### src/rtl/tmr_presc_pkg.sv
package tmr_presc_pkg;
  localparam int SEL_W    = 3;
  localparam int NUM_TAPS = 4;

  localparam logic [SEL_W-1:0] SRC_OFF   = 3'd0;
  localparam logic [SEL_W-1:0] SRC_SYS   = 3'd1;
  localparam logic [SEL_W-1:0] SRC_D8    = 3'd2;
  localparam logic [SEL_W-1:0] SRC_D64   = 3'd3;
  localparam logic [SEL_W-1:0] SRC_D256  = 3'd4;
  localparam logic [SEL_W-1:0] SRC_D1024 = 3'd5;
  localparam logic [SEL_W-1:0] SRC_FALL  = 3'd6;
  localparam logic [SEL_W-1:0] SRC_RISE  = 3'd7;

  // number of low divider bits that must wrap for tap idx
  function automatic int tap_log2(input int idx);
    case (idx)
      0:       return 3;
      1:       return 6;
      2:       return 8;
      default: return 10;
    endcase
  endfunction
endpackage

### src/rtl/presc_divider.sv
module presc_divider
  import tmr_presc_pkg::*;
#(
  parameter int DIV_W = 10
) (
  input  logic                clk_i,
  input  logic                rst_i,
  input  logic                clr_i,
  output logic [DIV_W-1:0]    cnt_o,
  output logic [NUM_TAPS-1:0] tap_o
);
  logic [DIV_W-1:0] cnt_q;

  always_ff @(posedge clk_i) begin
    if (rst_i || clr_i) cnt_q <= '0;
    else                cnt_q <= cnt_q + 1'b1;
  end

  assign cnt_o = cnt_q;

  for (genvar g = 0; g < NUM_TAPS; g++) begin : g_tap
    localparam int LB = tap_log2(g);
    // all ones now means the low LB bits wrap to zero on this edge
    assign tap_o[g] = &cnt_q[LB-1:0];
  end
endmodule

### src/rtl/pin_edge_sync.sv
module pin_edge_sync (
  input  logic clk_i,
  input  logic rst_i,
  input  logic pin_i,
  output logic rise_o,
  output logic fall_o
);
  logic half_q;
  logic sync_q;
  logic prev_q;

  // half-cycle stage: holds the pin level seen while the clock was high
  always_ff @(negedge clk_i) half_q <= pin_i;

  always_ff @(posedge clk_i) begin
    if (rst_i) begin
      sync_q <= half_q;
      prev_q <= half_q;
    end else begin
      sync_q <= half_q;
      prev_q <= sync_q;
    end
  end

  assign rise_o =  sync_q & ~prev_q;
  assign fall_o = ~sync_q &  prev_q;
endmodule

### src/rtl/chan_select.sv
module chan_select
  import tmr_presc_pkg::*;
(
  input  logic                clk_i,
  input  logic                rst_i,
  input  logic [SEL_W-1:0]    cs_i,
  input  logic [NUM_TAPS-1:0] tap_i,
  input  logic                rise_i,
  input  logic                fall_i,
  output logic                tick_o
);
  logic src_d;
  logic tick_q;

  always_comb begin
    case (cs_i)
      SRC_OFF:   src_d = 1'b0;
      SRC_SYS:   src_d = 1'b1;
      SRC_D8:    src_d = tap_i[0];
      SRC_D64:   src_d = tap_i[1];
      SRC_D256:  src_d = tap_i[2];
      SRC_D1024: src_d = tap_i[3];
      SRC_FALL:  src_d = fall_i;
      default:   src_d = rise_i;
    endcase
  end

  always_ff @(posedge clk_i) begin
    if (rst_i) tick_q <= 1'b0;
    else       tick_q <= src_d;
  end

  assign tick_o = tick_q;
endmodule

### src/rtl/tmr_prescaler.sv
module tmr_prescaler
  import tmr_presc_pkg::*;
#(
  parameter int DIV_W = 10
) (
  input  logic             clk_i,
  input  logic             rst_i,
  input  logic             presc_clr_i,
  input  logic             pin_a_i,
  input  logic             pin_b_i,
  input  logic [SEL_W-1:0] cs_a_i,
  input  logic [SEL_W-1:0] cs_b_i,
  output logic             tick_a_o,
  output logic             tick_b_o
);
  localparam int NUM_CH = 2;

  logic [DIV_W-1:0]    div_cnt;
  logic [NUM_TAPS-1:0] taps;
  logic [NUM_CH-1:0]   pins;
  logic [NUM_CH-1:0]   ticks;
  logic [SEL_W-1:0]    sel [NUM_CH];

  assign pins   = {pin_b_i, pin_a_i};
  assign sel[0] = cs_a_i;
  assign sel[1] = cs_b_i;

  presc_divider #(.DIV_W(DIV_W)) u_div (
    .clk_i (clk_i),
    .rst_i (rst_i),
    .clr_i (presc_clr_i),
    .cnt_o (div_cnt),
    .tap_o (taps)
  );

  for (genvar c = 0; c < NUM_CH; c++) begin : g_ch
    logic rise;
    logic fall;

    pin_edge_sync u_sync (
      .clk_i  (clk_i),
      .rst_i  (rst_i),
      .pin_i  (pins[c]),
      .rise_o (rise),
      .fall_o (fall)
    );

    chan_select u_sel (
      .clk_i  (clk_i),
      .rst_i  (rst_i),
      .cs_i   (sel[c]),
      .tap_i  (taps),
      .rise_i (rise),
      .fall_i (fall),
      .tick_o (ticks[c])
    );
  end

  assign tick_a_o = ticks[0];
  assign tick_b_o = ticks[1];
endmodule

### config.mk
export PLATFORM = sky130hd
export DESIGN_NAME = tmr_prescaler
export DESIGN_NICKNAME = d
export VERILOG_FILES = /design/src/rtl/tmr_presc_pkg.sv /design/src/rtl/presc_divider.sv /design/src/rtl/pin_edge_sync.sv /design/src/rtl/chan_select.sv /design/src/rtl/tmr_prescaler.sv
export SDC_FILE = /design/constraint.sdc
export NUM_CORES = 1
export LEC_CHECK = 0
export BUFFER_PORTS_ARGS = -buffer_cell sky130_fd_sc_hd__clkbuf_2
export CAP_MARGIN = 20
export CORE_MARGIN = 2
export CORE_UTILIZATION = 52
export CTS_CLUSTER_DIAMETER = 50
export DETAILED_ROUTE_END_ITERATION = 16
export MAX_ROUTING_LAYER = met4
export PLACE_DENSITY = 0.73
export SETUP_SLACK_MARGIN = 0.3
export SLEW_MARGIN = 5
export SYNTH_ARGS = -nofsm -noshare
export SYNTH_HDL_FRONTEND = slang
export SYNTH_HIERARCHICAL = 1
export SYNTH_SLANG_ARGS = --single-unit
### constraint.sdc
create_clock -name clk_i -period 2.75 [get_ports clk_i]
set_clock_uncertainty 0.2 [all_clocks]
set_input_delay 0.1375 -clock clk_i [delete_from_list [all_inputs] [get_ports clk_i]]
set_output_delay 0.1375 -clock clk_i [all_outputs]
set_load 0.02 [all_outputs]
==> metrics.csv, run 1 <==
metric;value;unit
die area;1859;um^2
DIE WIDTH;43.12;um
Placed Cells;109;
post-synth net total;95;
I/O Buffers;12;
critical path cell sequence;mux2_4;
root buffer cell;clkbuf_4;
vias in the first global route;574;
hold path cells;2;
post-synthesis cell area;795.8;um^2
total wire length;1360;um
delay of the slowest critical-path stage;0.30;ns
Hold Fails Final Rpt;0;
Pleak;0.3867;nW
Core Util, Final;64.71;%
CP Max Fanout;2;
CTS tree;done;
ys async rst share;0;%
reported max-cap violation count;0;
Fillers;130;
hold crit path type;in -> reg;
Critical Path Sink Type;flop;
cell taking the most area after synthesis;dfxtp_1;
layout cell share with drive strength beyond 1;21.57;%
first-pass GRT wire length;2325;um
worst setup margin;0.4736;ns
setup TNS;0;ns
r2r setup slk;0.47;ns
cell count along the critical path;1;
Final Wtd Congestion;0.7632;
Post-Place Worst Slack;0.5113;ns
relative slew slack;81.00;%
Worst Hold End;g_ch[0].u_sync/prev_q$_DFF_P_;
wire per inst;11.53;um
RSZ-0062 raised after global routing;false;
Tot Pwr;0.0004615;W
Yosys reg bits;18;
Initial Util;54.08;%
synth top area cells;dfxtp_1 (45%), mux2i_1 (5.0%), nand3_1 (3.8%);
io pins;13;
Iter 0 DRT Violations;9;
Synth Area per Inst;9.704;um^2
setup bufs post-CTS;0;
endpoint of the lowest-slack register-to-register path;g_ch[1].u_sync/prev_q$_DFF_P_;
CTS buffer count;3;
H-tree levels;1;
Clock Path Buffers;2;
via count;610;
initial antenna violation count;0;
reg2reg path depth;1;
max-slew violations;0;
count of different cell masters after synthesis;27;
clk slew on worst S/H paths;0.10;ns
r2r startpoint;g_ch[1].u_sync/half_q$_DFF_N_;
n_diodes;0;
vias per inst;5.169;
post-synthesis sequential area ratio;45.28;%
die height;43.12;um
Clk Latency, worst-skew pair;0.34;ns
largest net degree at the start of global routing;11;
startpoint class of the critical path;flop;
number of synthesized flops with an enable pin;0;
clock sinks;18;
CP Class;reg -> reg;
Setup-failing EPs final;0;
Worst EP arrival;2.26;ns
All-Layer GR Usage;17.13;%
Slowest-stage cell, CP;dfxtp_1;
status;finished clean;
Worst-Margin Slew;0.2812;ns
CP top delay family;flip-flops;
DR DRC count;0;
final cell count without fillers;118;
area share of the largest cell type after synthesis;45.28;%
CORE AREA;1471;um^2
WP buf/inv;0;
Worst VDD drop;0.4010;mV
Main synth FF type;dfxtp_1;
hold path start;rst_i;
Worst Path Required;2.73;ns
row count;14;
Synth-to-Final Area Change;19.65;%
NumNets Final;116;
global route overflow;0;
pwr/cell area;484.7;nW/um^2
Synthesis Warnings;6;
Detailed Place HPWL;987;um
TritonRoute pass-1 iters;4;
Final ANT Viol Nets;0;
Cells after Synth;82;
-- synthesized netlist by cell type (all sizes together), types with 3 or more instances --
master and n:
a21oi 3, dfxtp 18, inv 3, mux2i 4
nand2 5, nand3 6, nor2 7, nor2b 4
or3 3, or4 3
-- timing repair --
| item | CTS | global route |
|---|---|---|
| hold endpoints to repair | 4 | 0 |
| hold buffers | 5 | 0 |
| endpoints found under the setup margin | 0 | 1 |
| gates resized for setup | 0 | 1 |
-- cell families after synthesis --
group	share of synthesized area, %
xor+xnor	2.202
mux	8.805
fa+ha+maj	3.144
flops	45.28
buf+inv	1.886
compound gates	8.176
simple gates	30.50
-- through the flow --
stage          hold WS [ns]  area [um^2]
4_1_cts             0.03312        949.7
3_5_place_dp         0.1780        872.1
6_report            0.02914        952.2
2_1_floorplan       0.04225        795.8
5_1_grt             0.02584        952.2
3_3_place_gp         0.1675        872.1
-- state kept, by name, indices dropped and copies added (netlist names) --
signal	flops
g_ch.u_sync/half_q	2
u_div/cnt_o	10
g_ch.u_sync/prev_q	2
g_ch.u_sel/tick_o	2
g_ch.u_sync/sync_q	2
-- worst max path at each step --
stage / from / end / slack (ns)
finish: g_ch[1].u_sync/half_q$_DFF_N_ / g_ch[1].u_sync/prev_q$_DFF_P_ / 0.47
global route: u_div/cnt_o[0]$_SDFF_PP0_ / g_ch[1].u_sel/tick_o$_SDFF_PP0_ / 0.32
CTS: g_ch[1].u_sync/half_q$_DFF_N_ / g_ch[1].u_sync/prev_q$_DFF_P_ / 0.47
detailed placement: u_div/cnt_o[0]$_SDFF_PP0_ / g_ch[1].u_sel/tick_o$_SDFF_PP0_ / 0.51
global placement: g_ch[0].u_sync/half_q$_DFF_N_ / g_ch[0].u_sync/prev_q$_DFF_P_ / 0.53
floorplan: g_ch[0].u_sync/half_q$_DFF_N_ / g_ch[0].u_sync/prev_q$_DFF_P_ / 0.53
-- cells in the final DEF, fill, tap and decap left out, types with 3 or more instances in the layout --
cell,Yosys,final
dfxtp_1,18,18
clkbuf_2,0,12
nand3_1,6,6
nor2_1,7,6
dlygate4sd3_1,0,5
mux2i_1,4,4
nor2b_1,4,4
nand2_1,4,4
clkbuf_4,0,3
or4_1,3,3
inv_1,3,3
a21oi_1,3,3
or3_1,3,3
-- layout make-up --
type / count / area (um^2) / area share (%)
well taps: 16 / 20.02 / 2.102
clock inverters: 3 / 12.51 / 1.314
repair buffers: 17 / 110.1 / 11.56
clock buffers: 3 / 22.52 / 2.365
inverters: 1 / 3.754 / 0.3942
multi-input cells: 60 / 422.9 / 44.42
flip-flops and latches: 18 / 360.3 / 37.84
-- where the power goes --
| group | internal [W] | leakage [nW] | switching (W) |
|---|---|---|---|
| Combinational | 0.0000252 | 0.214 | 0.0000193 |
| Sequential | 0.000270 | 0.148 | 0.00000451 |
| Clock | 0.0000569 | 0.0245 | 0.0000857 |
| Total | 0.000352 | 0.387 | 0.000110 |
-- metal layers --
layer	track usage (%)	up-vias	part of all wire, %
met5	-	-	0
met4	6.061	0	0
met3	5.106	0	3.6
met2	24.78	11	42
met1	22.63	260	54
li1	-	339	-
(Power assumes the default switching activity.)
==> run 2, diff against run 1 <==
--- a/config.mk
+++ b/config.mk
@@ -8,11 +8,11 @@
 export BUFFER_PORTS_ARGS = -buffer_cell sky130_fd_sc_hd__clkbuf_2
 export CAP_MARGIN = 20
 export CORE_MARGIN = 2
-export CORE_UTILIZATION = 52
+export CORE_UTILIZATION = 47
 export CTS_CLUSTER_DIAMETER = 50
 export DETAILED_ROUTE_END_ITERATION = 16
 export MAX_ROUTING_LAYER = met4
-export PLACE_DENSITY = 0.73
+export PLACE_DENSITY = 0.7
 export SETUP_SLACK_MARGIN = 0.3
 export SLEW_MARGIN = 5
 export SYNTH_ARGS = -nofsm -noshare
==> constraint.sdc (replaced) <==
create_clock -name clk_i -period 2.05 [get_ports clk_i]
set_clock_uncertainty 0.2 [all_clocks]
set_input_delay 0.1025 -clock clk_i [delete_from_list [all_inputs] [get_ports clk_i]]
set_output_delay 0.1025 -clock clk_i [all_outputs]
set_load 0.02 [all_outputs]
==> run 2 against run 1 <==
Register-to-register slack lost 0.39 ns. Sequential power grew 34%. Total power grew 41%. Clock power grew 42%. Die area grew 9.6%. Final cell count grew 11%. First-iteration DRC count grew 140%. Flip-flop and latch count is the same.
==> metrics.csv, run 2 (synthesis results as in run 1) <==
metric;value;unit
met2 Usage GRT;30.29;%
pwr/cell area;585.7;nW/um^2
Fillers;124;
row count;14;
delay of the slowest critical-path stage;0.52;ns
Worst EP arrival;1.98;ns
Largest register FFs;10;
CP Class;reg -> reg;
H-tree levels;1;
Hold Fails Final Rpt;0;
initial antenna violation count;0;
root buffer cell;clkbuf_4;
DIE WIDTH;45.15;um
All-Layer GR Usage;19.61;%
Pleak;0.4530;nW
Worst VDD drop;0.4367;mV
CP top delay family;simple AND/OR/NAND/NOR gates;
GRT busiest layer;met2;
io pins;13;
relative slew slack;79.05;%
Slowest-stage cell, CP;or4_4;
CORE AREA;1541;um^2
Final min period;1.964;ns
largest net degree at the start of global routing;11;
Initial Util;51.62;%
Iter 0 DRT Violations;22;
Worst-Margin Slew;0.3101;ns
Final Wtd Congestion;0.7649;
critical path cell sequence;ha_4, nand4_1, nor2_2, and4bb_1, or4_4, a311oi_2;
n_diodes;0;
TritonRoute pass-1 iters;4;
via count;749;
Setup-failing EPs final;0;
die area;2038;um^2
Synth-to-Final Area Change;39.15;%
hold crit path type;in -> reg;
wire per inst;14.05;um
Final Cycle Share;95.78;%
first-pass GRT wire length;2773;um
grt met3 use;2.400;%
reported max-cap violation count;0;
Worst Path Required;2.07;ns
vias in the first global route;676;
fmax;0.5093;GHz
Clock Path Buffers;2;
commonest cells after routing, fill and taps aside;dfxtp_1 (16), clkbuf_2 (11), dlygate4sd3_1 (9), buf_4 (9), nand3_1 (6);
Final ANT Viol Nets;0;
GRT met1 Usage;25.56;%
I/O Buffers;12;
vias per inst;5.718;
worst setup margin;0.08644;ns
CTS tree;done;
Clk Latency, worst-skew pair;0.36;ns
layout cell share with drive strength beyond 1;33.91;%
RSZ-0062 raised after global routing;true;
total wire length;1841;um
WP buf/inv;0;
commonest non-fill, non-tap cell in the layout;dfxtp_1;
startpoint class of the critical path;flop;
DR DRC count;0;
Critical Path Sink Type;flop;
die height;45.15;um
Post-Place Worst Slack;0.01074;ns
setup TNS;0;ns
global route overflow;0;
clk slew on worst S/H paths;0.11;ns
NumNets Final;129;
max-slew violations;0;
CP Max Fanout;3;
CTS buffer count;3;
clock sinks;18;
status;finished clean;
Detailed Place HPWL;1091;um
==> run 2: layer usage <==
layer	wire, um	vias up
li1	-	369
met1	873	354
met2	864	22
met3	63	4
met4	38	0
met5	0	-
==> run 2: path summary, 6_finish.rpt <==
path	startpoint	to	slack, ns	cells past startpoint
max reg2reg	u_div/cnt_o[0]$_SDFF_PP0_	g_ch[0].u_sel/tick_o$_SDFF_PP0_	0.09	6
min	cs_a_i[0]	g_ch[0].u_sel/tick_o$_SDFF_PP0_	0.05	3
min reg2reg	u_div/cnt_o[9]$_SDFF_PP0_	u_div/cnt_o[9]$_SDFF_PP0_	0.31	2
max	u_div/cnt_o[0]$_SDFF_PP0_	g_ch[0].u_sel/tick_o$_SDFF_PP0_	0.09	6
==> run 2: report_power, final <==
group / internal [W] / switching (W) / leakage (nW)
combinational: 0.0000450 / 0.0000334 / 0.279
sequential: 0.000361 / 0.00000616 / 0.149
clock: 0.0000765 / 0.000127 / 0.0245
==> run 2: timing repair <==
item / in CTS / in global routing
cloned: 0 / 0
pin swaps: 9 / 5
setup endpoints to repair: 4 / 6
buffers inserted: 5 / 0
hold endpoints to repair: 14 / 2
hold buffers: 10 / 1
resized for setup: 4 / 5
==> run 2: layout make-up <==
cell class	count	area [um^2]	share of cell area, %
clock buffers	3	22.52	2.034
well taps	16	20.02	1.808
inverters	1	3.754	0.3390
clock inverters	3	12.51	1.130
multi-input cells	60	462.9	41.81
flip-flops and latches	18	367.9	33.22
repair buffers	30	217.7	19.66
==> run 2: stage by stage <==
| step | area [um^2] | instances | hold WS, ns | utilization [%] | power [W] |
|---|---|---|---|---|---|
| detailed placement | 919.6 | 113 | 0.1454 | 59.66 | 0.0004422 |
| finish | 1107 | 131 | 0.04578 | 71.83 | 0.0006485 |
| global route | 1107 | 131 | 0.03122 | 71.83 | 0.0006821 |
| global placement | 919.6 | 113 | 0.1405 | 59.66 | 0.0004404 |
| floorplan | 813.3 | 82 | 0.007250 | - | 0.0004184 |
| CTS | 1097 | 132 | 0.01020 | 71.19 | 0.0006449 |
==> run 2: tightest hold or removal path, cell delays in order <==
cell      delay (ns)
clkbuf_2        0.12
mux2i_1         0.18
a311oi_2        0.11
==> run 3, diff against run 2 <==
--- a/config.mk
+++ b/config.mk
@@ -7,12 +7,15 @@
 export LEC_CHECK = 0
 export BUFFER_PORTS_ARGS = -buffer_cell sky130_fd_sc_hd__clkbuf_2
 export CAP_MARGIN = 20
+export CELL_PAD_IN_SITES_DETAIL_PLACEMENT = 2
+export CELL_PAD_IN_SITES_GLOBAL_PLACEMENT = 2
+export CORE_ASPECT_RATIO = 0.6
 export CORE_MARGIN = 2
-export CORE_UTILIZATION = 47
+export CORE_UTILIZATION = 29
 export CTS_CLUSTER_DIAMETER = 50
 export DETAILED_ROUTE_END_ITERATION = 16
 export MAX_ROUTING_LAYER = met4
-export PLACE_DENSITY = 0.7
+export PLACE_DENSITY = 0.69
 export SETUP_SLACK_MARGIN = 0.3
 export SLEW_MARGIN = 5
 export SYNTH_ARGS = -nofsm -noshare
==> run 3 against run 2 <==
Combinational power shrank 5.7%. Final cell count is 12% higher. Fmax is 1.7% lower. Sequential power about the same. Sequential share of layout area shrank 0.70 points. Die area is 57% higher. Flip-flop and latch count stayed put. Core utilization decreased by 28 points. Total power increased by 11%. First-iteration DRC count is 59% lower. Final area up 2.1%. Count of clock-buffer cells in the layout did not move.
==> metrics.csv, run 3 (synthesis results as in run 1) <==
metric;value;unit
worst setup margin;0.05161;ns
Initial Util;31.12;%
reg2reg path depth;7;
total wire length;2512;um
I/O Buffers;12;
TritonRoute pass-1 iters;4;
endpoint of the lowest-slack register-to-register path;g_ch[0].u_sel/tick_o$_SDFF_PP0_;
CP Max Fanout;2;
Iter 0 DRT Violations;9;
status;finished clean;
commonest non-fill, non-tap cell in the layout;dfxtp_1;
die area;3193;um^2
pwr/cell area;637.3;nW/um^2
relative slew slack;79.34;%
commonest cells after routing, fill and taps aside;dfxtp_1 (14), buf_4 (13), clkbuf_2 (12);
DR DRC count;0;
NumNets Final;129;
r2r setup slk;0.05;ns
CP startpoint;u_div/cnt_o[1]$_SDFF_PP0_;
hold crit path type;in -> reg;
die height;44.58;um
Detailed Place HPWL;1714;um
Synth-to-Final Area Change;42.14;%
startpoint class of the critical path;flop;
hold path start;rst_i;
wire per inst;17.09;um
Setup-failing EPs final;0;
reported max-cap violation count;0;
vias in the first global route;810;
CTS buffer count;3;
Tot Pwr;0.0007209;W
Worst Path Required;2.02;ns
Clock Path Buffers;2;
clock sinks;18;
Largest register FFs;10;
Worst EP arrival;1.97;ns
global route overflow;0;
Worst-Margin Slew;0.3058;ns
DIE WIDTH;71.63;um
Worst VDD drop;0.2918;mV
Final Wtd Congestion;0.7944;
All-Layer GR Usage;17.92;%
largest net degree at the start of global routing;11;
CORE AREA;2557;um^2
RSZ-0062 raised after global routing;true;
multi-input logic area;457.9;um^2
CTS tree;done;
Fillers;279;
H-tree levels;1;
Core Util, Final;44.23;%
first-pass GRT wire length;4022;um
clk slew on worst S/H paths;0.08;ns
fmax;0.5004;GHz
layout cell share with drive strength beyond 1;38.26;%
post-place instance area;954.7;um^2
io pins;13;
Pleak;0.4634;nW
root buffer cell;clkbuf_8;
via count;741;
n_diodes;0;
Critical Path Sink Type;flop;
initial antenna violation count;0;
Register Area;367.9;um^2
Hold Fails Final Rpt;0;
Clk Latency, worst-skew pair;0.32;ns
max-slew violations;0;
Final Cycle Share;97.48;%
Post-Place Worst Slack;-0.08335;ns
Worst Hold End;g_ch[1].u_sync/prev_q$_DFF_P_;
Finished Cell Area;1131;um^2
vias per inst;5.041;
r2r startpoint;u_div/cnt_o[1]$_SDFF_PP0_;
setup TNS;0;ns
Final min period;1.998;ns
row count;14;
CP Class;reg -> reg;
Final ANT Viol Nets;0;
hold path cells;2;
## run 3: cell count changes in the layout (fill, tap and decap cells not counted), moves of 2 or more
cell           previous run  this run
buf_4                     9        13
dlygate4sd3_1             9         5
clkbuf_4                  3         0
clkbuf_8                  0         3
dfxtp_2                   0         3
dfxtp_1                  16        14
## run 3: worst max-delay path: stages, from the launching register on
cell	delay [ns]
dfxtp_4	0.36
ha_4	0.13
nand4_1	0.13
nor2_2	0.15
buf_4	0.12
and4bb_1	0.18
or4_4	0.41
a311oi_2	0.22
## run 3: cell type report
cell class              instances  area share (%)
clock buffers                   3           3.650
clock inverters                 3           1.106
inverters                       1          0.3319
multi-input cells              60           40.49
flip-flops and latches         18           32.52
well taps                      32           3.540
repair buffers                 30           18.36
## run 3: worst max-delay path by stage
stage | cells after the start | to | slack, ns
after floorplan | 6 | g_ch[0].u_sel/tick_o$_SDFF_PP0_ | 0.08
after global placement | 6 | g_ch[0].u_sel/tick_o$_SDFF_PP0_ | -0.004
after detailed placement | 6 | g_ch[0].u_sel/tick_o$_SDFF_PP0_ | -0.08
after CTS | 7 | g_ch[0].u_sel/tick_o$_SDFF_PP0_ | 0.02
after global routing | 7 | g_ch[0].u_sel/tick_o$_SDFF_PP0_ | -0.03
final | 7 | g_ch[0].u_sel/tick_o$_SDFF_PP0_ | 0.05
## run 3: stage by stage
step / cells / hold slack, ns
after CTS: 145 / 0.04859
after detailed placement: 131 / 0.1512
after floorplan: 82 / 0.007250
final: 147 / 0.05936
after global routing: 147 / 0.06176
after global placement: 131 / 0.1435
## run 3: power breakdown
group / internal (W) / switching (W) / leakage (nW)
Combinational: 0.0000392 / 0.0000347 / 0.282
Sequential: 0.000362 / 0.00000649 / 0.149
Clock: 0.000139 / 0.000139 / 0.0323
Total: 0.000540 / 0.000181 / 0.463
## run 3: per-layer routing
layer	track usage (%)	wire, um	vias up
li1	-	-	365
met1	21.07	1201	364
met2	30.37	1224	10
met3	4.100	59	2
met4	6.792	27	0
met5	-	0	-
## run 3: timing repair
item                                   4_1_cts  5_1_grt
hold buffers                                 5        0
pin swaps                                    6        6
endpoints found under the hold margin        4        0
setup endpoints to repair                    4        5
cloned                                       0        0
resized for setup                            6        2
buffers inserted                             5        2
